### config.mk
export PLATFORM = sky130hd
export DESIGN_NAME = sdram_cmd_decoder
export DESIGN_NICKNAME = d
export VERILOG_FILES = /design/src/rtl/sdram_dec_pkg.sv /design/src/rtl/sdram_cmd_classify.sv /design/src/rtl/sdram_bank_fsm.sv /design/src/rtl/sdram_dqm_pipe.sv /design/src/rtl/sdram_cmd_decoder.sv
export SDC_FILE = /design/constraint.sdc
export NUM_CORES = 1
export LEC_CHECK = 0
export BUFFER_PORTS_ARGS = -buffer_cell sky130_fd_sc_hd__buf_2
export CAP_MARGIN = 0
export CORE_MARGIN = 8
export CORE_UTILIZATION = 30
export DETAILED_ROUTE_END_ITERATION = 8
export PLACE_DENSITY = 0.44
export SLEW_MARGIN = 20
export SYNTH_ARGS = -nofsm -noshare
export SYNTH_HDL_FRONTEND = slang
export SYNTH_SLANG_ARGS = --single-unit
### constraint.sdc
create_clock -name clk_i -period 3.9 [get_ports clk_i]
set_clock_uncertainty 0.2 [all_clocks]
set_input_delay 0.195 -clock clk_i [delete_from_list [all_inputs] [get_ports clk_i]]
set_output_delay 0.195 -clock clk_i [all_outputs]
set_load 0.02 [all_outputs]
### src/rtl/sdram_dec_pkg.sv
package sdram_dec_pkg;
  localparam int CMD_W  = 12;
  localparam int C_NOP  = 0;
  localparam int C_DESL = 1;
  localparam int C_ACT  = 2;
  localparam int C_RD   = 3;
  localparam int C_WR   = 4;
  localparam int C_PRE  = 5;
  localparam int C_MRS  = 6;
  localparam int C_AREF = 7;
  localparam int C_SREF = 8;
  localparam int C_PDN  = 9;
  localparam int C_BST  = 10;
  localparam int C_EXIT = 11;

  typedef enum logic [1:0] {
    BK_IDLE = 2'd0,
    BK_OPEN = 2'd1,
    BK_APRE = 2'd2
  } bank_st_e;
endpackage

### src/rtl/sdram_cmd_classify.sv
module sdram_cmd_classify
  import sdram_dec_pkg::*;
(
  input  logic             cke_prev_i,
  input  logic             cke_i,
  input  logic             cs_ni,
  input  logic             ras_ni,
  input  logic             cas_ni,
  input  logic             we_ni,
  output logic [CMD_W-1:0] cmd_o
);
  always_comb begin
    cmd_o = '0;
    if (!cke_prev_i) begin
      if (cke_i) cmd_o[C_EXIT] = 1'b1;
    end else if (cs_ni) begin
      if (cke_i) cmd_o[C_DESL] = 1'b1;
      else       cmd_o[C_PDN]  = 1'b1;
    end else begin
      case ({ras_ni, cas_ni, we_ni})
        3'b111: begin
          if (cke_i) cmd_o[C_NOP] = 1'b1;
          else       cmd_o[C_PDN] = 1'b1;
        end
        3'b011: cmd_o[C_ACT] = 1'b1;
        3'b101: cmd_o[C_RD]  = 1'b1;
        3'b100: cmd_o[C_WR]  = 1'b1;
        3'b010: cmd_o[C_PRE] = 1'b1;
        3'b000: cmd_o[C_MRS] = 1'b1;
        3'b001: begin
          if (cke_i) cmd_o[C_AREF] = 1'b1;
          else       cmd_o[C_SREF] = 1'b1;
        end
        3'b110: cmd_o[C_BST] = 1'b1;
        default: cmd_o = '0;
      endcase
    end
  end
endmodule

### src/rtl/sdram_bank_fsm.sv
module sdram_bank_fsm
  import sdram_dec_pkg::*;
#(
  parameter int BURST_LEN = 4
) (
  input  logic clk_i,
  input  logic rst_ni,
  input  logic open_cmd_i,
  input  logic close_cmd_i,
  input  logic ap_cmd_i,
  output logic busy_o,
  output logic open_o
);
  localparam int CNT_W = (BURST_LEN > 1) ? $clog2(BURST_LEN) : 1;

  bank_st_e         st_q;
  logic [CNT_W-1:0] cnt_q;

  always_ff @(posedge clk_i or negedge rst_ni) begin
    if (!rst_ni) begin
      st_q  <= BK_IDLE;
      cnt_q <= '0;
    end else if (close_cmd_i) begin
      st_q  <= BK_IDLE;
    end else if (open_cmd_i) begin
      st_q  <= BK_OPEN;
    end else if (ap_cmd_i) begin
      st_q  <= BK_APRE;
      cnt_q <= CNT_W'(BURST_LEN - 1);
    end else if (st_q == BK_APRE) begin
      if (cnt_q == '0) st_q <= BK_IDLE;
      else             cnt_q <= cnt_q - 1'b1;
    end
  end

  assign busy_o = (st_q != BK_IDLE);
  assign open_o = (st_q == BK_OPEN);

  assert_close_idles_R6: assert property (@(posedge clk_i) disable iff (!rst_ni)
    close_cmd_i |=> !busy_o);
  assert_open_sets_R4: assert property (@(posedge clk_i) disable iff (!rst_ni)
    (open_cmd_i && !close_cmd_i) |=> open_o);
  assert_ap_holds_R7: assert property (@(posedge clk_i) disable iff (!rst_ni)
    (ap_cmd_i && !close_cmd_i && !open_cmd_i) |=> (busy_o && !open_o));
endmodule

### src/rtl/sdram_dqm_pipe.sv
module sdram_dqm_pipe #(
  parameter int RD_LAT = 2
) (
  input  logic clk_i,
  input  logic rst_ni,
  input  logic dqm_i,
  output logic rd_mask_o,
  output logic wr_mask_o
);
  localparam int WARM_W = $clog2(RD_LAT + 2);

  logic [RD_LAT:0]   sh_q;
  logic [WARM_W-1:0] warm_q;

  always_ff @(posedge clk_i or negedge rst_ni) begin
    if (!rst_ni) sh_q[0] <= 1'b0;
    else         sh_q[0] <= dqm_i;
  end

  for (genvar g = 1; g <= RD_LAT; g++) begin : g_stage
    always_ff @(posedge clk_i or negedge rst_ni) begin
      if (!rst_ni) sh_q[g] <= 1'b0;
      else         sh_q[g] <= sh_q[g-1];
    end
  end

  always_ff @(posedge clk_i or negedge rst_ni) begin
    if (!rst_ni)                                warm_q <= '0;
    else if (warm_q != WARM_W'(RD_LAT + 1))     warm_q <= warm_q + 1'b1;
  end

  assign wr_mask_o = sh_q[0];
  assign rd_mask_o = sh_q[RD_LAT];

  assert_wr_mask_lat_R11: assert property (@(posedge clk_i) disable iff (!rst_ni)
    (warm_q != '0) |-> (wr_mask_o == $past(dqm_i)));

  if (RD_LAT == 2) begin : g_chk2
    assert_rd_mask_lat_R10: assert property (@(posedge clk_i) disable iff (!rst_ni)
      (warm_q == WARM_W'(3)) |-> (rd_mask_o == $past(dqm_i, 3)));
  end
endmodule

### src/rtl/sdram_cmd_decoder.sv
module sdram_cmd_decoder
  import sdram_dec_pkg::*;
#(
  parameter int BANK_W     = 2,
  parameter int BURST_LEN  = 4,
  parameter int RD_DQM_LAT = 2
) (
  input  logic                     clk_i,
  input  logic                     rst_ni,
  input  logic                     cke_i,
  input  logic                     cs_ni,
  input  logic                     ras_ni,
  input  logic                     cas_ni,
  input  logic                     we_ni,
  input  logic                     a10_i,
  input  logic [BANK_W-1:0]        ba_i,
  input  logic                     dqm_i,
  output logic [CMD_W-1:0]         cmd_o,
  output logic [BANK_W-1:0]        bank_o,
  output logic                     all_banks_o,
  output logic                     auto_pre_o,
  output logic                     illegal_o,
  output logic [(1<<BANK_W)-1:0]   bank_active_o,
  output logic                     rd_mask_o,
  output logic                     wr_mask_o
);
  localparam int NB = 1 << BANK_W;

  logic             cke_q;
  logic [CMD_W-1:0] cmd_d;
  logic [NB-1:0]    busy, open, sel;
  logic [NB-1:0]    open_v, close_v, ap_v;
  logic             ill_d, rdwr, global_cmd;

  always_ff @(posedge clk_i or negedge rst_ni) begin
    if (!rst_ni) cke_q <= 1'b1;
    else         cke_q <= cke_i;
  end

  sdram_cmd_classify u_cls (
    .cke_prev_i (cke_q),
    .cke_i      (cke_i),
    .cs_ni      (cs_ni),
    .ras_ni     (ras_ni),
    .cas_ni     (cas_ni),
    .we_ni      (we_ni),
    .cmd_o      (cmd_d)
  );

  assign sel        = NB'(1) << ba_i;
  assign rdwr       = cmd_d[C_RD] | cmd_d[C_WR];
  assign global_cmd = cmd_d[C_MRS] | cmd_d[C_AREF] | cmd_d[C_SREF] | cmd_d[C_PDN];

  // Legality against the bank state held before this edge
  always_comb begin
    ill_d = 1'b0;
    if (cmd_d[C_ACT])                 ill_d = busy[ba_i];
    else if (rdwr)                    ill_d = !open[ba_i];
    else if (cmd_d[C_PRE] && !a10_i)  ill_d = busy[ba_i] && !open[ba_i];
    else if (global_cmd)              ill_d = |busy;
  end

  always_comb begin
    open_v  = '0;
    close_v = '0;
    ap_v    = '0;
    if (!ill_d) begin
      if (cmd_d[C_ACT])      open_v  = sel;
      if (cmd_d[C_PRE])      close_v = a10_i ? '1 : sel;
      if (rdwr && a10_i)     ap_v    = sel;
    end
  end

  for (genvar b = 0; b < NB; b++) begin : g_bank
    sdram_bank_fsm #(.BURST_LEN(BURST_LEN)) u_bank (
      .clk_i       (clk_i),
      .rst_ni      (rst_ni),
      .open_cmd_i  (open_v[b]),
      .close_cmd_i (close_v[b]),
      .ap_cmd_i    (ap_v[b]),
      .busy_o      (busy[b]),
      .open_o      (open[b])
    );
  end

  always_ff @(posedge clk_i or negedge rst_ni) begin
    if (!rst_ni) begin
      cmd_o       <= '0;
      bank_o      <= '0;
      all_banks_o <= 1'b0;
      auto_pre_o  <= 1'b0;
      illegal_o   <= 1'b0;
    end else begin
      cmd_o       <= cmd_d;
      bank_o      <= ba_i;
      all_banks_o <= cmd_d[C_PRE] & a10_i;
      auto_pre_o  <= rdwr & a10_i;
      illegal_o   <= ill_d;
    end
  end

  assign bank_active_o = busy;

  sdram_dqm_pipe #(.RD_LAT(RD_DQM_LAT)) u_dqm (
    .clk_i     (clk_i),
    .rst_ni    (rst_ni),
    .dqm_i     (dqm_i),
    .rd_mask_o (rd_mask_o),
    .wr_mask_o (wr_mask_o)
  );

  assert_cmd_onehot_R1: assert property (@(posedge clk_i) disable iff (!rst_ni)
    $onehot0(cmd_o));
  assert_deselect_R2: assert property (@(posedge clk_i) disable iff (!rst_ni)
    (cke_q && cke_i && cs_ni) |=> (cmd_o[C_DESL] && !illegal_o));
  assert_lowpower_hold_R9: assert property (@(posedge clk_i) disable iff (!rst_ni)
    (!cke_q && !cke_i) |=> (cmd_o == '0));
  assert_exit_R9: assert property (@(posedge clk_i) disable iff (!rst_ni)
    (!cke_q && cke_i) |=> cmd_o[C_EXIT]);
  assert_rdwr_open_R5: assert property (@(posedge clk_i) disable iff (!rst_ni)
    ((cmd_o[C_RD] || cmd_o[C_WR]) && !illegal_o) |-> bank_active_o[bank_o]);
  assert_act_opens_R4: assert property (@(posedge clk_i) disable iff (!rst_ni)
    (cmd_o[C_ACT] && !illegal_o) |-> bank_active_o[bank_o]);
  assert_global_idle_R8: assert property (@(posedge clk_i) disable iff (!rst_ni)
    ((cmd_o[C_MRS] || cmd_o[C_AREF] || cmd_o[C_SREF] || cmd_o[C_PDN]) && !illegal_o)
      |-> ($past(bank_active_o) == '0));
  assert_illegal_has_cmd_R12: assert property (@(posedge clk_i) disable iff (!rst_ni)
    illegal_o |-> (cmd_o != '0));
  assert_flags_scope_R3: assert property (@(posedge clk_i) disable iff (!rst_ni)
    (auto_pre_o |-> (cmd_o[C_RD] || cmd_o[C_WR])) and (all_banks_o |-> cmd_o[C_PRE]));
endmodule

Word level (Yosys, flattened, before mapping) --
Cells that the tools add are included.
Cells by class: add/subtract/negate cells 4, magnitude comparators 1, eq/ne operators 19, shift-type cells 1, muxes and demuxes 65, bitwise logic cells 14, reductions and logical operators 35
Operators by type and width (number):
- 2-to-1 mux 2 bit | 33
- nonzero test 4 bit | 8
- 2-to-1 mux 4 bit | 7
- 2-to-1 mux 1 bit | 21
- AND reduction 4 bit | 4
- nonzero test 2 bit | 8
- == test 3 bit (second input constant) | 4
- 2-to-1 mux 11 bit | 1
- == test 2 x 1 -> 1 bit (second input constant) | 4
- == test 2 bit (second input constant) | 4
- logical NOT 2 bit | 4
- != test 2 bit (second input constant) | 4
- inverter 1 bit | 8
- AND reduction 2 bit | 4
- subtractor 2 x 1 -> 2 bit (second input constant) | 4
- 2-to-1 mux 7 bit | 1
- == test 3 x 2 -> 1 bit (second input constant) | 2
- binary-select mux 1 bit (select 2 bit) | 2
- bitwise OR 1 bit | 4
- OR reduction 4 bit | 1
- << shifter 1 x 2 -> 4 bit (first input constant) | 1
- == test 3 x 1 -> 1 bit (second input constant) | 1
- logical AND 1 bit | 3
- logical NOT 3 bit | 1
- 3 further kinds | 5
Word-level totals: register bits after elaboration 37, input bits 11, output and inout port bits 23, word-level logic and storage cells 156

Depth between registers and ports, before layout --
Gate-level depths: netlist of the first run.
word-level depth 15, depth in mapped cells 7, mapped depth without buffers 7

Hierarchy --
Synthesis of the first run repeated with hierarchy kept, for this count alone.
Unflattened totals: cell total of the unflattened synthesis 167, area total of the unflattened synthesis 1841.8 µm²
Modules (own cells, without submodules):
- sdram_cmd_decoder | instances 1, cells an instance 61, area an instance 783.3 µm², seq. area each 451.7 µm²
- sdram_bank_fsm (g_bank[0].u_bank ...) | instances 3, cells an instance 21, area an instance 219.0 µm², seq. area each 100.1 µm²
- sdram_bank_fsm (g_bank[2].u_bank) | instances 1, cells an instance 21, area an instance 221.5 µm², seq. area each 100.1 µm²
- sdram_cmd_classify | instances 1, cells an instance 19, area an instance 105.1 µm², seq. area each 0.0 µm²
- sdram_dqm_pipe | instances 1, cells an instance 3, area an instance 75.1 µm², seq. area each 75.1 µm²

Least setup slack after synthesis of the first run --
No wires, ideal clock.
path type reg2reg, start register cke_q, end register g_bank[1].u_bank.cnt_q[0], setup time 0.124 ns, data arrival time 1.599 ns, data required time 3.576 ns, setup slack 1.977 ns, stages on the path, launching flop included 7, buffers on the path 1, clock period less this slack 1.923 ns, path through dfstp_2 > nand2b_1 > or3_1 > clkbuf_1 > a211oi_2 > nor3_1 > o21bai_1
Between the ends: longest elaborated chain between the ends 11, elaborated cells on any way between the ends 23, those cells by class 1 x eq/ne; 12 x mux; 6 x bitwise; 4 x reduce/logical
RTL lines:
- start: declaration | RTL line sdram_cmd_decoder.sv:29 | logic cke_q;
- start signal: assignment | RTL line sdram_cmd_decoder.sv:37 | else cke_q <= cke_i;
- 2-to-1 mux 11 bit * | RTL line sdram_cmd_classify.sv:14 | if (!cke_prev_i) begin
- bitwise OR 1 bit (3 in a row) | RTL line sdram_cmd_decoder.sv:52 | assign global_cmd = cmd_d[C_MRS] | cmd_d[C_AREF] | cmd_d[C_SREF] | cmd_d[C_PDN];
- 2-to-1 mux 1 bit | RTL line sdram_cmd_decoder.sv:60 | else if (global_cmd) ill_d = |busy;
- 2-to-1 mux 1 bit | RTL line sdram_cmd_decoder.sv:59 | else if (cmd_d[C_PRE] && !a10_i) ill_d = busy[ba_i] && !open[ba_i];
- 2-to-1 mux 1 bit | RTL line sdram_cmd_decoder.sv:58 | else if (rdwr) ill_d = !open[ba_i];
- 2-to-1 mux 1 bit | RTL line sdram_cmd_decoder.sv:57 | if (cmd_d[C_ACT]) ill_d = busy[ba_i];
- 2-to-1 mux 4 bit | RTL line sdram_cmd_decoder.sv:67 | if (!ill_d) begin
- != test 2 bit (no line), or another cell as far along
- AND reduction 4 bit (no line)
- end signal: assignment | RTL line sdram_bank_fsm.sv:29 | cnt_q <= CNT_W'(BURST_LEN - 1);
- end signal: assignment | RTL line sdram_bank_fsm.sv:32 | else cnt_q <= cnt_q - 1'b1;
- end: declaration | RTL line sdram_bank_fsm.sv:17 | logic [CNT_W-1:0] cnt_q;
Every way passes the cells marked *; elsewhere a longest branch is shown, timed or not. A chain may end at the register's enable or synchronous reset.

Worst setup path after layout of the first run --
start input port ba_i[1], end register g_bank[1].u_bank.cnt_q[1]
Between the ends: longest elaborated chain between the ends 10, elaborated cells on any way between the ends 23, those cells by class 1 x eq/ne; 1 x shift; 15 x mux; 2 x bitwise; 4 x reduce/logical
RTL lines:
- start: declaration | RTL line sdram_cmd_decoder.sv:16 | input logic [BANK_W-1:0] ba_i,
- binary-select mux 1 bit (select 2 bit) | RTL line sdram_cmd_decoder.sv:58, sdram_cmd_decoder.sv:59
- 2-to-1 mux 1 bit (implied by the code) | RTL line sdram_cmd_decoder.sv:58, sdram_cmd_decoder.sv:59
- logical NOT 1 bit | RTL line sdram_cmd_decoder.sv:58, sdram_cmd_decoder.sv:59
- logical AND 1 bit | RTL line sdram_cmd_decoder.sv:59
- 2-to-1 mux 1 bit | RTL line sdram_cmd_decoder.sv:59
- 2-to-1 mux 1 bit | RTL line sdram_cmd_decoder.sv:58
- 2-to-1 mux 1 bit | RTL line sdram_cmd_decoder.sv:57
- 2-to-1 mux 4 bit | RTL line sdram_cmd_decoder.sv:67
- != test 2 bit (no line), or another cell as far along
- AND reduction 4 bit (no line)
Parallel ways exist; a longest one is shown, timed or not. The select of a mux whose other input is x is not followed.

==> flow_metrics.env, run 1 <==
export IMPL_wirelength_mm=4.51
export IMPL_dr_first_iter_drc_count=61
export IMPL_ys_warn_count=0
export IMPL_synth_area_top_cells="dfrtp_1 49%, a21oi_1 3.3%, inv_1 3.1%"
export IMPL_dieArea_um2=8860
export IMPL_total_power_mw=1.03
export IMPL_design_area_um2=2260
export IMPL_routabilityCongestion=0.788
export IMPL_crit_path_max_fanout=13
export IMPL_min_from="a10_i"
export IMPL_grt_pass1_vias=1481
export IMPL_cts_root_buf="clkbuf_8"
export IMPL_antenna_found_initial=0
export IMPL_clock_latency_ns=0.29
export IMPL_wire_per_inst_um=15.2
export IMPL_cp_slowest_cell="dlygate4sd3_1"
export IMPL_clockBufferDepth=2
export IMPL_finalNonFillerCells=296
export IMPL_synth_edf_count=0
export IMPL_max_freq_mhz=415
export IMPL_crit_start="ba_i[1]"
export IMPL_tns_ns=0
export IMPL_dp_cells=278
export IMPL_crit_type="in2reg"
export IMPL_placed_area_um2=2040
export IMPL_slew_viol_final=0
export IMPL_grt_max_degree=38
export IMPL_start_kind="input pin"
export IMPL_path_clk_slew_ns=0.08
export IMPL_dr_pass1_iters=4
export IMPL_synthesis_area_um2=1830
export IMPL_arrival_ns=2.42
export IMPL_fp_row_count=28
export IMPL_reg2reg_from="g_bank[1].u_bank.st_q[1]"
export IMPL_synth_top_area_cell="dfrtp_1"
export IMPL_ys_seq_area_share_pct=50.6
export IMPL_htreeDepth=2
export IMPL_grt_usage_pct=10.8
export IMPL_coreArea_um2=5920
export IMPL_dp_hpwl_mm=3.35
export IMPL_syn_avg_cell_area_um2=10.3
export IMPL_synth_top_area_share_pct=49.2
export IMPL_hold_path_class="in2reg"
export IMPL_synth_most_common_cell="dfrtp_1"
export IMPL_fin_util_pct=38.1
export IMPL_synth_main_ff_cell="dfrtp_1"
export IMPL_peakVddDrop_v=0.000144
export IMPL_hold_viol=0
export IMPL_leakage_nw=1.09
export IMPL_hold_depth=2
export IMPL_drc_errors=0
export IMPL_vias=1461
export IMPL_status="finished, final reports clean"
export IMPL_cts_num_sinks=37
export IMPL_ioPinCount=34
export IMPL_synthArstFlopShare_pct=100
export IMPL_cp_required_ns=3.91
export IMPL_syn_nets=193
export IMPL_final_nets=235
export IMPL_slowest_delay_ns=0.53
export IMPL_drive_gt1_share_pct=25.8
export IMPL_setup_violations=0
export IMPL_synth_seq_cells=37
export IMPL_worst_pin_slew_ns=0.858
export IMPL_period_share_pct=61.8
export IMPL_die_h_um=94.1
export IMPL_start_util_pct=30.9
export IMPL_ys_types=51
export IMPL_vias_per_cell=4.94
export IMPL_cts_setup_buffers=0
export IMPL_synth_cells=178
export IMPL_grt_overflow_total=0
export IMPL_port_buffers=33
export IMPL_numCtsBuffers=5
export IMPL_ant_nets=0
export IMPL_die_w_um=94.1
export IMPL_pwr_density_cell_nw_per_um2=455
export IMPL_grt_first_pass_wirelength_mm=7.62
export IMPL_rr_worst_depth=6
export IMPL_antennaDiodeCount=0
export IMPL_end_kind="flip-flop"
export IMPL_drv_cap=0
export IMPL_slew_headroom_pct=42.8
export IMPL_min_period_ns=2.41
export IMPL_synth_common_cells="36 x dfrtp_1, 15 x inv_1, 12 x a21oi_1"
export IMPL_cts_tree="built"
export IMPL_area_growth_pct=23.3
export IMPL_grt_setup_unrepaired="no"
export IMPL_crit_path_cell_trace="dlygate4sd3_1, buf_2, nor4b_1, or4_4, nor2_4, a211oi_2, nor2_1, a2bb2oi_1"
-- cell families after synthesis --
group | Yosys count | synth area share [%]
AO/OA/AOI/OAI | 46 | 17.6
adder cells (fa/ha/maj) | 4 | 2.73
buffers and inverters | 23 | 5.94
flip-flops | 37 | 50.6
multiplexers | 2 | 1.09
AND/OR/NAND/NOR | 66 | 22.1
-- final timing paths --
| kind | slack, ns | endpoint |
|---|---|---|
| min in group asynchronous | 0.35 | cmd_o[11] |
| min | 0.13 | auto_pre_o |
| max | 1.49 | g_bank[1].u_bank.cnt_q[1] |
| min reg2reg | 0.17 | u_dqm.rd_mask_o |
| max reg2reg | 1.71 | g_bank[1].u_bank.cnt_q[1] |
| max in group asynchronous | 2.60 | g_bank[0].u_bank.st_q[0] |
-- sequential cells by signal, indices dropped and copies added (netlist names) --
name	count
auto_pre_o	1
cke_q	1
g_bank.u_bank.st_q	8
u_dqm.rd_mask_o	1
cmd_o	12
all_banks_o	1
g_bank.u_bank.cnt_q	8
u_dqm.sh_q	1
illegal_o	1
u_dqm.wr_mask_o	1
bank_o	2
-- worst max-delay path, delay by kind of cell --
kind	cells	cell delay (ns)
AO/OA/AOI/OAI	2	0.56
AND/OR/NAND/NOR	4	0.94
buffers and inverters	2	0.73
-- power by group --
group | switching (mW) | internal [mW]
sequential | 0.0277 | 0.433
combinational | 0.131 | 0.0908
clock | 0.138 | 0.208
-- layer usage --
layer	up-vias	wire, um	track usage, %
met3	5	362	3.36
met4	0	58	3.57
met5	-	0	0
met2	40	2150	18.0
li1	707	-	-
met1	709	1940	12.9
-- final cells by class --
| class | instances | area [um^2] |
|---|---|---|
| fill | 577 | 3660 |
| tap | 75 | 93.8 |
| clock buffer | 6 | 82.6 |
| inverter | 15 | 56.3 |
| clock inverter | 2 | 37.5 |
| multi-input combinational | 118 | 796 |
| sequential | 37 | 927 |
| timing repair buffer | 43 | 265 |
-- cells in the final DEF, fill, tap and decap left out, types with 2 or more instances in the layout --
| master | instances |
|---|---|
| a21bo_1 | 2 |
| a21boi_0 | 2 |
| a21oi_1 | 12 |
| a22oi_1 | 4 |
| a2bb2oi_1 | 2 |
| and2_1 | 2 |
| buf_2 | 33 |
| clkbuf_8 | 6 |
| dfrtp_1 | 36 |
| dlygate4sd3_1 | 10 |
| ha_1 | 4 |
| inv_1 | 15 |
| mux2i_1 | 2 |
| nand2_1 | 11 |
| nand2b_1 | 7 |
| nand3_1 | 6 |
| nor2_1 | 8 |
| nor2b_1 | 5 |
| nor3_1 | 4 |
| nor4_1 | 2 |
| nor4b_1 | 2 |
| o21a_1 | 2 |
| o21ai_0 | 8 |
| o21ai_1 | 3 |
| o32ai_2 | 2 |
| or2_2 | 4 |
-- repair_timing --
| item | CTS | global route |
|---|---|---|
| hold buffers | 10 | 0 |
| setup endpoints to repair | 0 | 0 |
| endpoints found under the hold margin | 47 | 0 |
| gates resized for setup | 0 | 0 |
-- per-stage QoR --
stage / hold slack, ns / setup slack, ns
2_1_floorplan: -0.301 / 1.98
3_3_place_gp: 0.105 / 1.73
3_5_place_dp: 0.112 / 1.67
4_1_cts: 0.124 / 1.51
5_1_grt: 0.141 / 1.29
6_report: 0.126 / 1.49
Note: power is estimated with default switching activity, not from simulation.
==> inputs of run 2 (changes only) <==
--- a/config.mk
+++ b/config.mk
@@ -5,12 +5,13 @@
 export SDC_FILE = /design/constraint.sdc
 export NUM_CORES = 1
 export LEC_CHECK = 0
+export ABC_AREA = 1
 export BUFFER_PORTS_ARGS = -buffer_cell sky130_fd_sc_hd__buf_2
 export CAP_MARGIN = 0
 export CORE_MARGIN = 8
 export CORE_UTILIZATION = 30
 export DETAILED_ROUTE_END_ITERATION = 8
-export PLACE_DENSITY = 0.44
+export PLACE_DENSITY = 0.46
 export SLEW_MARGIN = 20
 export SYNTH_ARGS = -nofsm -noshare
 export SYNTH_HDL_FRONTEND = slang
==> constraint.sdc (replaced) <==
create_clock -name clk_i -period 2.1 [get_ports clk_i]
set_clock_uncertainty 0.2 [all_clocks]
set_input_delay 0.105 -clock clk_i [delete_from_list [all_inputs] [get_ports clk_i]]
set_output_delay 0.105 -clock clk_i [all_outputs]
set_load 0.02 [all_outputs]
==> run 2 against run 1 <==
Compared with the run above: flip-flop and latch count did not move; area after synthesis rose by 11%; sequential share of layout area fell by 6.9 points; sequential power rose by 89%; utilization rose by 2.7 points; clock power is 49% higher; via count increased by 16%; clock-buffer cell count shrank 1.
==> flow_metrics.env, run 2 <==
export IMPL_grt_setup_unrepaired="yes"
export IMPL_drv_cap=0
export IMPL_path_delay_family="buffers and inverters"
export IMPL_top_register="cmd_o"
export IMPL_coreArea_um2=6680
export IMPL_layout_common_cells="38 x nand2_1, 33 x dfrtp_1, 33 x buf_2, 30 x inv_1, 20 x nor2_1"
export IMPL_end_kind="flip-flop"
export IMPL_slew_headroom_pct=71.8
export IMPL_drive_gt1_share_pct=37.7
export IMPL_max_freq_mhz=505
export IMPL_synth_most_common_cell="nand2_1"
export IMPL_synth_xor_area_share_pct=0
export IMPL_leakage_nw=1.39
export IMPL_crit_path_max_fanout=5
export IMPL_vias_per_cell=4.42
export IMPL_dieArea_um2=9670
export IMPL_synthArstFlopShare_pct=100
export IMPL_fillers=680
export IMPL_cp_required_ns=2.08
export IMPL_total_power_mw=2.06
export IMPL_ioPinCount=34
export IMPL_antennaDiodeCount=0
export IMPL_ys_seq_area_share_pct=45.6
export IMPL_fin_util_pct=40.8
export IMPL_path_clk_slew_ns=0.08
export IMPL_drc_errors=0
export IMPL_slew_viol_final=0
export IMPL_arrival_ns=1.96
export IMPL_synth_simple_gate_area_share_pct=28.7
export IMPL_start_kind="input pin"
export IMPL_design_area_um2=2730
export IMPL_wire_per_inst_um=12.2
export IMPL_port_buffers=33
export IMPL_seq_area_um2=931
export IMPL_htreeDepth=2
export IMPL_grt_usage_pct=10.2
export IMPL_reg_top3="cmd_o: 12 flops, g_bank.u_bank.cnt_q: 8 flops, g_bank.u_bank.st_q: 8 flops"
export IMPL_worst_pin_slew_ns=0.422
export IMPL_fp_row_count=30
export IMPL_synth_seq_cells=37
export IMPL_syn_avg_cell_area_um2=8.51
export IMPL_grt_first_pass_wirelength_mm=7.87
export IMPL_synth_top_area_share_pct=44.3
export IMPL_grt_pass1_vias=1665
export IMPL_status="finished, final reports clean"
export IMPL_clockBufferDepth=2
export IMPL_slowest_delay_ns=0.52
export IMPL_synth_main_ff_cell="dfrtp_1"
export IMPL_dr_pass1_iters=4
export IMPL_cp_slowest_cell="dlygate4sd3_1"
export IMPL_multiInputGateArea_um2=978
export IMPL_pwr_density_cell_nw_per_um2=755
export IMPL_min_period_ns=1.98
export IMPL_routabilityCongestion=0.812
export IMPL_finalNonFillerCells=385
export IMPL_setup_violations=0
export IMPL_final_common_cell="nand2_1"
export IMPL_hold_viol=0
export IMPL_synth_edf_count=0
export IMPL_synth_top_family_by_area="simple AND/OR/NAND/NOR gates"
export IMPL_crit_type="in2reg"
export IMPL_peakVddDrop_v=0.000381
export IMPL_synth_mux_area_share_pct=0
export IMPL_grt_max_degree=20
export IMPL_synth_common_cells="43 x nand2_1, 36 x dfrtp_1, 31 x inv_1"
export IMPL_cts_num_sinks=37
export IMPL_clock_latency_ns=0.29
export IMPL_period_share_pct=94.2
export IMPL_synth_top_area_cell="dfrtp_1"
export IMPL_syn_nets=254
export IMPL_synth_area_top_cells="dfrtp_1 44%, nand2_1 7.9%, inv_1 5.7%"
export IMPL_hold_path_class="in2reg"
export IMPL_cts_root_buf="clkbuf_8"
export IMPL_placed_area_um2=2370
export IMPL_synthesis_area_um2=2030
export IMPL_layout_setup_ws_ns=0.121
export IMPL_dr_first_iter_drc_count=80
export IMPL_dp_cells=360
export IMPL_grt_overflow_total=0
export IMPL_die_h_um=98.4
export IMPL_numCtsBuffers=5
export IMPL_synth_fa_ha_area_share_pct=2.46
export IMPL_final_nets=319
export IMPL_crit_path_cell_trace="dlygate4sd3_1, buf_2, inv_2, nand2_4, inv_2, nand2_2, nor2_4, buf_4, nand2_4, nand4_4, buf_4, o21bai_2, nand2_1, nand2_1, nand2_1"
export IMPL_dpl_worst_slack_ns=0.0379
export IMPL_antenna_found_initial=0
export IMPL_dp_hpwl_mm=3.49
export IMPL_synth_compound_area_share_pct=12.8
export IMPL_die_w_um=98.4
export IMPL_crit_top_cell="nand2_1"
export IMPL_cts_tree="built"
export IMPL_area_growth_pct=34.0
export IMPL_synth_cells=239
export IMPL_crit_buf_inv=6
export IMPL_ant_nets=0
export IMPL_wirelength_mm=4.69
export IMPL_largest_reg_flops=12
export IMPL_start_util_pct=30.4
export IMPL_ys_types=29
export IMPL_ys_warn_count=0
export IMPL_vias=1702
==> run 2: changes by cell type after synthesis, sizes merged, moves of 4 or more <==
cell and change:
a21boi +5, a21oi -7, a22oi -4, inv +25, nand2 +43, nand2b -7, nand3 +11, nor2 +26
nor2b -5, o21bai +8, or2 -5
==> run 2: power by group <==
| group | switching [mW] | total, mW | internal, mW |
|---|---|---|---|
| sequential | 0.0583 | 0.871 | 0.813 |
| clock | 0.280 | 0.513 | 0.233 |
| combinational | 0.377 | 0.674 | 0.297 |
| total | 0.716 | 2.06 | 1.34 |
==> run 2: worst reg2reg max path, stage by stage (launching register included) <==
cell      delay (ns)
dfrtp_1         0.39
nor2_2          0.20
nor2_1          0.09
nor2_2          0.10
nand2_2         0.08
nand3_2         0.09
nand4_4         0.17
buf_4           0.21
o21bai_2        0.14
nand2_1         0.09
nand2_1         0.06
nand2_1         0.05
==> run 2: kinds of logic after synthesis <==
kind of cell,after synthesis
flops,37
compound gates,36
simple gates,116
fa+ha+maj,4
buf+inv,46
==> run 2: path summary, 6_finish.rpt <==
check | slack, ns | endpoint | cells past startpoint | from
worst min-delay path | 0.01 | g_bank[2].u_bank.st_q[0] | 4 | ba_i[0]
worst max-delay path | 0.12 | g_bank[0].u_bank.cnt_q[1] | 15 | cs_ni
min in group asynchronous | 0.07 | cmd_o[8] | 2 | rst_ni
worst min register to register | 0.15 | u_dqm.rd_mask_o | 0 | u_dqm.sh_q[1]
worst max register to register | 0.13 | g_bank[0].u_bank.cnt_q[1] | 11 | g_bank[0].u_bank.st_q[1]
max in group asynchronous | 1.11 | g_bank[3].u_bank.st_q[0] | 3 | rst_ni
==> run 2: repair_timing <==
action	in CTS	in global routing
endpoints found under the hold margin	53	0
hold buffers	15	0
endpoints found under the setup margin	0	13
resized for setup	0	27
buffers inserted	0	2
==> run 2: through the flow <==
| step | TNS [ns] | hold WS (ns) |
|---|---|---|
| floorplan | 0 | -0.391 |
| global placement | 0 | -0.139 |
| detailed placement | 0 | -0.139 |
| CTS | 0 | 0.00233 |
| global route | -0.0274 | 0.0455 |
| finish | 0 | 0.00955 |
==> run 2: cell type report <==
type / count / share of cell area, %
Tap cell: 80 / 3.67
Clock buffer: 5 / 2.52
Timing Repair Buffer: 64 / 17.3
Sequential cell: 37 / 34.1
Clock inverter: 3 / 0.826
Inverter: 40 / 5.60
Multi-Input combinational cell: 156 / 35.9
==> run 2: layer usage <==
| metal | up-vias | wire, um | global-route usage (%) |
|---|---|---|---|
| li1 | 877 | - | - |
| met1 | 803 | 2220 | 13.0 |
| met2 | 20 | 2260 | 15.8 |
| met3 | 2 | 158 | 2.77 |
| met4 | 0 | 52 | 4.60 |
| met5 | - | 0 | 0 |
